==> src/rtl/nibble_entry_pkg.sv <==
package nibble_entry_pkg;

    typedef enum logic [1:0] {
        ST_EMPTY   = 2'd0,
        ST_FILLING = 2'd1,
        ST_FULL    = 2'd2
    } fill_state_t;

    typedef enum logic [1:0] {
        CMD_HOLD  = 2'd0,
        CMD_INIT  = 2'd1,
        CMD_LOAD  = 2'd2,
        CMD_SHIFT = 2'd3
    } dp_cmd_t;

endpackage

==> src/rtl/nibble_strobe_edge.sv <==
module nibble_strobe_edge (
    input  logic clk,
    input  logic rst_n,
    input  logic strobe_in,
    output logic fall_pulse
);
    logic prev_q;

    always_ff @(posedge clk or negedge rst_n) begin
        if (!rst_n) prev_q <= 1'b0;
        else        prev_q <= strobe_in;
    end

    assign fall_pulse = prev_q & ~strobe_in;

    // a detected edge never lasts two cycles
    property p_single_pulse;
        @(posedge clk) disable iff (!rst_n) fall_pulse |=> !fall_pulse;
    endproperty
    assert_edge_single_cycle_R4: assert property (p_single_pulse);

endmodule

==> src/rtl/nibble_fill_ctrl.sv <==
module nibble_fill_ctrl
    import nibble_entry_pkg::*;
(
    input  logic     clk,
    input  logic     rst_n,
    input  logic     load_req,
    input  logic     shift_req,
    input  logic     take_req,
    input  logic     marker_at_bottom,
    output dp_cmd_t  cmd,
    output logic     is_full
);
    fill_state_t state_q, state_d;

    always_ff @(posedge clk or negedge rst_n) begin
        if (!rst_n) state_q <= ST_EMPTY;
        else        state_q <= state_d;
    end

    always_comb begin
        state_d = state_q;
        unique case (state_q)
            ST_EMPTY: begin
                if (load_req)       state_d = ST_FULL;
                else if (shift_req) state_d = ST_FILLING;
            end
            ST_FILLING: begin
                if (load_req)       state_d = ST_FULL;
                else if (shift_req) state_d = marker_at_bottom ? ST_FULL : ST_FILLING;
            end
            ST_FULL: begin
                if (take_req)       state_d = ST_EMPTY;
            end
            default:                state_d = ST_EMPTY;
        endcase
    end

    always_comb begin
        cmd = CMD_HOLD;
        unique case (state_q)
            ST_EMPTY, ST_FILLING: begin
                if (load_req)       cmd = CMD_LOAD;
                else if (shift_req) cmd = CMD_SHIFT;
            end
            ST_FULL: begin
                if (take_req)       cmd = CMD_INIT;
            end
            default:                cmd = CMD_INIT;
        endcase
    end

    assign is_full = (state_q == ST_FULL);

    // a load always beats a simultaneous shift
    property p_load_wins;
        @(posedge clk) disable iff (!rst_n)
            (load_req && shift_req && !is_full) |-> (cmd == CMD_LOAD);
    endproperty
    assert_load_priority_R8: assert property (p_load_wins);

    // nothing but a take leaves the full state
    property p_full_sticky;
        @(posedge clk) disable iff (!rst_n)
            (is_full && !take_req) |=> is_full;
    endproperty
    assert_full_sticky_R6: assert property (p_full_sticky);

endmodule

==> src/rtl/nibble_shift_path.sv <==
module nibble_shift_path
    import nibble_entry_pkg::*;
#(
    parameter int W = 4
) (
    input  logic         clk,
    input  logic         rst_n,
    input  dp_cmd_t      cmd,
    input  logic [W-1:0] par_in,
    input  logic         ser_in,
    output logic [W-1:0] bits,
    output logic         fill_flag
);
    localparam logic [W-1:0] ARMED = {1'b1, {(W-1){1'b0}}};

    logic [W-1:0] shifted;

    genvar gi;
    generate
        for (gi = 0; gi < W; gi++) begin : g_chain
            if (gi == W-1) begin : g_top
                assign shifted[gi] = ser_in;
            end else begin : g_mid
                assign shifted[gi] = bits[gi+1];
            end
        end
    endgenerate

    always_ff @(posedge clk or negedge rst_n) begin
        if (!rst_n) begin
            bits      <= ARMED;
            fill_flag <= 1'b0;
        end else begin
            unique case (cmd)
                CMD_INIT: begin
                    bits      <= ARMED;
                    fill_flag <= 1'b0;
                end
                CMD_LOAD: begin
                    bits      <= par_in;
                    fill_flag <= 1'b1;
                end
                CMD_SHIFT: begin
                    bits      <= shifted;
                    fill_flag <= bits[0];
                end
                default: ;
            endcase
        end
    end

    // one shift moves every bit one place down
    property p_shift_move;
        @(posedge clk) disable iff (!rst_n)
            (cmd == CMD_SHIFT) |=>
                (bits == {$past(ser_in), $past(bits[W-1:1])}) && (fill_flag == $past(bits[0]));
    endproperty
    assert_shift_move_R3: assert property (p_shift_move);

    // contents frozen while full and no re-arm is commanded
    property p_frozen;
        @(posedge clk) disable iff (!rst_n)
            (fill_flag && cmd != CMD_INIT) |=> ($stable(bits) && fill_flag);
    endproperty
    assert_frozen_when_full_R6: assert property (p_frozen);

endmodule

==> src/rtl/nibble_entry_reg.sv <==
module nibble_entry_reg
    import nibble_entry_pkg::*;
#(
    parameter int W = 4
) (
    input  logic         clk,
    input  logic         rst_n,
    input  logic         load_par,
    input  logic [W-1:0] par_din,
    input  logic         ser_din,
    input  logic         ser_strobe,
    input  logic         ser_en_n,
    input  logic         take,
    output logic [W-1:0] word_out,
    output logic         not_full
);
    localparam logic [W-1:0] ARMED = {1'b1, {(W-1){1'b0}}};

    logic    fall;
    logic    shift_req;
    logic    ctrl_full;
    logic    fill_flag;
    logic [W-1:0] bits;
    dp_cmd_t cmd;

    nibble_strobe_edge u_edge (
        .clk        (clk),
        .rst_n      (rst_n),
        .strobe_in  (ser_strobe),
        .fall_pulse (fall)
    );

    assign shift_req = fall & ~ser_en_n;

    nibble_fill_ctrl u_ctrl (
        .clk              (clk),
        .rst_n            (rst_n),
        .load_req         (load_par),
        .shift_req        (shift_req),
        .take_req         (take),
        .marker_at_bottom (bits[0]),
        .cmd              (cmd),
        .is_full          (ctrl_full)
    );

    nibble_shift_path #(.W(W)) u_path (
        .clk       (clk),
        .rst_n     (rst_n),
        .cmd       (cmd),
        .par_in    (par_din),
        .ser_in    (ser_din),
        .bits      (bits),
        .fill_flag (fill_flag)
    );

    assign word_out = bits;
    assign not_full = ~fill_flag;

    // controller state and marker flag agree at all times
    property p_state_matches_flag;
        @(posedge clk) disable iff (!rst_n) ctrl_full == fill_flag;
    endproperty
    assert_state_matches_flag_R5: assert property (p_state_matches_flag);

    // parallel load captures the word and signals full
    property p_parallel_load;
        @(posedge clk) disable iff (!rst_n)
            (load_par && not_full) |=> (!not_full && word_out == $past(par_din));
    endproperty
    assert_parallel_load_R2: assert property (p_parallel_load);

    // hand-off re-arms the register
    property p_take_rearm;
        @(posedge clk) disable iff (!rst_n)
            (take && !not_full) |=> (not_full && word_out == ARMED);
    endproperty
    assert_take_rearm_R7: assert property (p_take_rearm);

endmodule

==> config.mk <==
export PLATFORM = sky130hd
export DESIGN_NAME = nibble_entry_reg
export DESIGN_NICKNAME = d
export VERILOG_FILES = /design/src/rtl/nibble_entry_pkg.sv /design/src/rtl/nibble_strobe_edge.sv /design/src/rtl/nibble_fill_ctrl.sv /design/src/rtl/nibble_shift_path.sv /design/src/rtl/nibble_entry_reg.sv
export SDC_FILE = /design/constraint.sdc
export NUM_CORES = 1
export LEC_CHECK = 0
export ABC_AREA = 1
export BUFFER_PORTS_ARGS = -buffer_cell sky130_fd_sc_hd__buf_2
export CAP_MARGIN = 20
export CORE_AREA = 2 2 39 41
export CTS_CLUSTER_DIAMETER = 40
export DETAILED_ROUTE_END_ITERATION = 8
export DIE_AREA = 0 0 41 43
export HOLD_SLACK_MARGIN = 0.1
export PLACE_DENSITY_LB_ADDON = 0.3
export SETUP_SLACK_MARGIN = 0.2
export SYNTH_ARGS = -nofsm -noshare
export SYNTH_HDL_FRONTEND = slang
export SYNTH_HIERARCHICAL = 1
export SYNTH_SLANG_ARGS = --single-unit
==> constraint.sdc <==
create_clock -name clk -period 2.9 [get_ports clk]
set_input_delay 0.87 -clock clk [delete_from_list [all_inputs] [get_ports clk]]
set_output_delay 0.87 -clock clk [all_outputs]
set_load 0.02 [all_outputs]
==> impl_metrics.json, run 1 <==
{
  "status": "completed",
  "cts_resized": 0,
  "slew_headroom_pct": 83.8,
  "post_drt_wl_per_cell_um": 8.54,
  "synth_nets": 71,
  "fp.dieArea_um2": 1760,
  "io_buffers": 15,
  "via_per_inst": 4.16,
  "power.density_nw_per_um2": 693,
  "crit_buf_inv": 1,
  "crit_slowest_cell": "dfstp_2",
  "synthCells": 60,
  "layout_setup_ws_ns": 1.08,
  "start_util_pct": 30.6,
  "clock.fmax_mhz": 550,
  "cts_root_buf": "clkbuf_4",
  "synth_area_um2": 423,
  "final_layout_size_suffix_gt1_share_pct": 30.4,
  "r2r_end": "u_path/fill_flag",
  "area_growth_pct": 28.7,
  "maxCapViolations": 0,
  "grt_first_pass_wirelength_um": 1230,
  "rows": 14,
  "crit_chain": "buf_2",
  "critPathMaxFanout": 3,
  "p_leak_nw": 0.320,
  "drc": 0,
  "dp_hpwl_um": 623,
  "wl_um": 811,
  "met3_usage_pct": 1.57,
  "slew_viol_final": 0,
  "grt_usage_pct": 11.1,
  "fp.dieH_um": 43,
  "tightest_slew_ns": 0.242,
  "final_area_um2": 544,
  "clock-skew-final_ns": 0.00507,
  "clkTransAtPathRegs_ns": 0.06,
  "cts_buffers": 3,
  "drt_pass1_iterations": 4,
  "busiest_layer": "met2",
  "htreeDepth": 1,
  "cp.arrival_ns": 0.95,
  "globalRouteMet1Util_pct": 14.0,
  "grt_max_degree": 9,
  "grt-ovfl-total": 0,
  "grtUsageMet2_pct": 14.4,
  "reg2regPathDepth": 10,
  "max-vdd-ir-drop_mv": 0.259,
  "dr.first_iter.drc_count": 7,
  "die_w_um": 41,
  "dpl-instance-area_um2": 518,
  "place_congestion": 0.724,
  "io_pins": 16,
  "yosysWarnings": 6,
  "post-place-cells": 91,
  "clock_latency_ns": 0.25,
  "rsz0062_at_grt": "false",
  "startpoint_type": "flop",
  "layout.cells.non_filler": 95,
  "setup_viol": 0,
  "vias": 395,
  "finalCriticalPeriod_ns": 1.82,
  "antenna_left": 0,
  "cp_top_family": "flip-flops",
  "cts_buffer_depth": 2,
  "path_class": "flop to output pin",
  "hold_viol": 0,
  "grt_pass1_vias": 328,
  "fillers": 148,
  "required_ns": 2.03,
  "finalCritPeriodShare_pct": 62.7,
  "cts_tree": "yes",
  "rrSetupSlack_ns": 1.51,
  "avgSynthCellArea_um2": 7.05,
  "final_nets": 91,
  "fin_setup_tns_ns": 0,
  "critical_path.max_stage_delay_ns": 0.54,
  "dp_slack_ns": 0.866,
  "ctsHoldBuffers": 0,
  "numClockSinks": 8,
  "post-cts-setup-buffers": 0,
  "min_path_type": "primary input to async pin",
  "diodes": 0,
  "antenna_found_initial": 0,
  "core_area_um2": 1380,
  "setup.worst_path.end_class": "output pin",
  "rr_startpoint": "u_edge/prev_q"
}
==> layout make-up <==
| cell class | instances | area, um2 | share of cell area (%) |
|---|---|---|---|
| multi-input combinational | 39 | 173 | 31.7 |
| tap | 16 | 20.0 | 3.68 |
| timing repair buffer | 15 | 75.1 | 13.8 |
| sequential | 8 | 201 | 37.0 |
| inverter | 13 | 48.8 | 8.97 |
| clock buffer | 4 | 26.3 | 4.83 |
==> routing by layer <==
layer | vias up | share of wire [%]
li1 | 214 | -
met1 | 175 | 49
met2 | 6 | 49
met3 | 0 | 2.5
met4 | 0 | 0
met5 | - | 0
==> placed cells by master, fill, tap and decap left out, drive strengths merged <==
master and instances:
buf 15, clkbuf 4, dfrtp 7, dfstp 1, inv 13, nand2 22, nand3 6, nor2 8
o21a 1, o21ai 2
==> worst register-to-register path, cell delays in order, from the launching register on <==
cell and delay, ns:
dfrtp_1 0.32, inv_1 0.04, nor2_2 0.06, inv_1 0.05
nor2_2 0.09, inv_1 0.06, nor2_1 0.10, o21a_1 0.22
inv_1 0.10, o21ai_0 0.16, nand2_1 0.08
==> flip-flops by register name, summed over array words and instances, names as in the netlist <==
name and flops:
u_edge/prev_q 1, u_ctrl/state_q 2, u_path/fill_flag 1, u_path/bits 4
==> report_power, final <==
group,total (W),switching (W),internal [W]
Combinational,0.000124,0.0000799,0.0000438
Clock,0.0000934,0.0000406,0.0000528
Sequential,0.000160,0.0000186,0.000142
Total,0.000377,0.000139,0.000238
==> through the flow <==
step / util (%) / hold WS [ns] / power (W)
global placement: 37.4 / 0.468 / 0.000288
CTS: 39.3 / 0.442 / 0.000385
floorplan: - / 0.449 / 0.000244
global route: 39.3 / 0.450 / 0.000405
finish: 39.3 / 0.448 / 0.000377
detailed placement: 37.4 / 0.469 / 0.000287
==> how the worst max path moves through the flow <==
stage | from | endpoint | slack (ns) | cells past startpoint
floorplan | ser_strobe | u_path/fill_flag | 1.12 | 9
global placement | ser_strobe | u_path/fill_flag | 0.86 | 10
detailed placement | ser_strobe | u_path/fill_flag | 0.87 | 10
CTS | u_path/bits[3] | word_out[3] | 1.07 | 1
global route | ser_strobe | u_path/fill_flag | 0.91 | 10
finish | u_path/bits[3] | word_out[3] | 1.08 | 1
Power figures use the tool's default switching activity.
==> inputs of run 2 (changes only) <==
==> constraint.sdc (replaced) <==
create_clock -name clk -period 1.7 [get_ports clk]
set_input_delay 0.51 -clock clk [delete_from_list [all_inputs] [get_ports clk]]
set_output_delay 0.51 -clock clk [all_outputs]
set_load 0.02 [all_outputs]
==> run 2 against run 1 <==
Effect of this change:
- critical path depth unchanged
- sequential cell count unchanged
- clock skew decreased by 0.0023 ns
- first-iteration DRC count increased by 100%
- setup slack got worse by 0.83 ns
- worst hold slack got worse by 0.056 ns
- global-route usage increased by 1.5 points
- critical path type unchanged
- sequential power increased by 72%
- register-to-register slack got worse by 1.2 ns
- die area unchanged
- highest routed layer unchanged
- final area increased by 3.4%
- largest cell class unchanged
- utilization increased by 1.4 points
==> impl_metrics.json, run 2 (synthesis results as in run 1) <==
{
  "setup_viol": 0,
  "grt_first_pass_wirelength_um": 1440,
  "min_path_type": "primary input to flop",
  "finalCritPeriodShare_pct": 85.1,
  "reg.largest.list": "u_path/bits (4), u_ctrl/state_q (2)",
  "via_per_inst": 4.09,
  "cts_buffer_depth": 2,
  "hold_viol": 0,
  "cp_top_family": "flip-flops",
  "grt_max_degree": 9,
  "min_from": "ser_strobe",
  "final_layout_size_suffix_gt1_share_pct": 32.1,
  "slew_viol_final": 0,
  "layout_commonest_cell": "nand2_1",
  "switchingPower_w": 0.000236,
  "layout_setup_ws_ns": 0.253,
  "vias": 397,
  "p_int_w": 0.000413,
  "fp.dieArea_um2": 1760,
  "switching_share_pct": 36.4,
  "rsz0062_at_grt": "false",
  "fin_setup_tns_ns": 0,
  "cts_root_buf": "clkbuf_4",
  "dp_slack_ns": 0.0372,
  "multiInputGateArea_um2": 174,
  "p_leak_nw": 0.329,
  "critPathMaxFanout": 3,
  "grt_usage_pct": 12.6,
  "tightest_slew_ns": 0.222,
  "startpoint_type": "flop",
  "post_drt_wl_per_cell_um": 9.56,
  "htreeDepth": 1,
  "start_util_pct": 30.6,
  "critical_path.max_stage_delay_ns": 0.53,
  "crit_slowest_cell": "dfstp_2",
  "io_buffers": 15,
  "drt_pass1_iterations": 4,
  "cts_tree": "yes",
  "clock_latency_ns": 0.25,
  "drc": 0,
  "required_ns": 1.19,
  "mostFrequentLayoutCells": "22 x nand2_1, 15 x buf_2, 13 x inv_1",
  "status": "completed",
  "core_area_um2": 1380,
  "setup.worst_path.end_class": "output pin",
  "rr_startpoint": "u_edge/prev_q",
  "clkTransAtPathRegs_ns": 0.05,
  "dr.first_iter.drc_count": 14,
  "power_frac_clock_pct": 23.1,
  "startpoint": "u_path/bits[3]",
  "place_congestion": 0.718,
  "die_w_um": 41,
  "antenna_left": 0,
  "grt-ovfl-total": 0,
  "clock.fmax_mhz": 691,
  "cts_buffers": 3,
  "crit_chain": "buf_2",
  "rows": 14,
  "finalCriticalPeriod_ns": 1.45,
  "maxCapViolations": 0,
  "cp.arrival_ns": 0.94,
  "seqCellArea_um2": 201,
  "dp_hpwl_um": 679,
  "fillers": 150,
  "numClockSinks": 8,
  "fp.dieH_um": 43,
  "final_nets": 93,
  "combinationalPowerShare_pct": 34.4,
  "wl_um": 927,
  "largest_reg_flops": 4,
  "max-vdd-ir-drop_mv": 0.448,
  "diodes": 0,
  "seqPwrFrac_pct": 42.5,
  "clock-skew-final_ns": 0.00280,
  "path_class": "flop to output pin",
  "antenna_found_initial": 0,
  "grt_pass1_vias": 373,
  "crit_buf_inv": 1,
  "area_growth_pct": 33.1,
  "top_register": "u_path/bits",
  "io_pins": 16,
  "power.density_nw_per_um2": 1150,
  "slew_headroom_pct": 85.2
}
run 2: cell types whose count changed in the layout (fill, tap and decap cells not counted), sizes merged:
cell | previous run | this run
buf | 15 | 16
dlygate4sd3 | 0 | 1
run 2: worst paths after layout:
kind                            cells after the start  slack [ns]                 to
min in group asynchronous                           2        0.64  u_ctrl/state_q[1]
worst min register to register                      2        0.48     u_path/bits[3]
worst min-delay path                                1        0.39      u_edge/prev_q
worst max-delay path                                1        0.25        word_out[3]
max in group asynchronous                           2        0.82     u_path/bits[3]
worst max register to register                     11        0.34     u_path/bits[0]
run 2: metrics by stage:
step                      instance area (um2)  hold slack [ns]  util (%)  cells  power (W)
final                                     563            0.392      40.7     97   0.000649
after global routing                      563            0.376      40.7     97   0.000707
after CTS                                 562            0.382      40.6     97   0.000659
after detailed placement                  526            0.364      38.0     92   0.000497
after global placement                    526            0.362      38.0     92   0.000497
after floorplan                           423            0.214         -     60   0.000417
run 2: metal layers:
metal / part of all wire [%] / global-route usage [%] / up-vias
li1: - / - / 218
met5: 0 / 0 / -
met2: 52 / 18.4 / 10
met3: 2.9 / 3.14 / 0
met1: 45 / 14.7 / 169
met4: 0 / 10.0 / 0
run 2: area by class of cell:
| class | count | area share [%] |
|---|---|---|
| inverters | 13 | 8.67 |
| multi-input cells | 39 | 30.9 |
| flip-flops and latches | 8 | 35.8 |
| clock buffers | 4 | 4.67 |
| well taps | 16 | 3.56 |
| repair buffers | 17 | 16.4 |
run 2: timing repair:
item	in CTS	in global routing
resized for setup	0	2
buffers inserted	0	0
hold endpoints to repair	7	0
hold buffers	1	0
setup endpoints to repair	0	5
run 2: power by group through the flow:
stage / logic [W] / clock network [W] / registers [W]
2_1_floorplan: 0.000105 / 0 / 0.000311
3_3_place_gp: 0.000218 / 0 / 0.000279
3_5_place_dp: 0.000219 / 0 / 0.000278
4_1_cts: 0.000222 / 0.000162 / 0.000275
5_1_grt: 0.000248 / 0.000175 / 0.000284
6_report: 0.000223 / 0.000150 / 0.000276
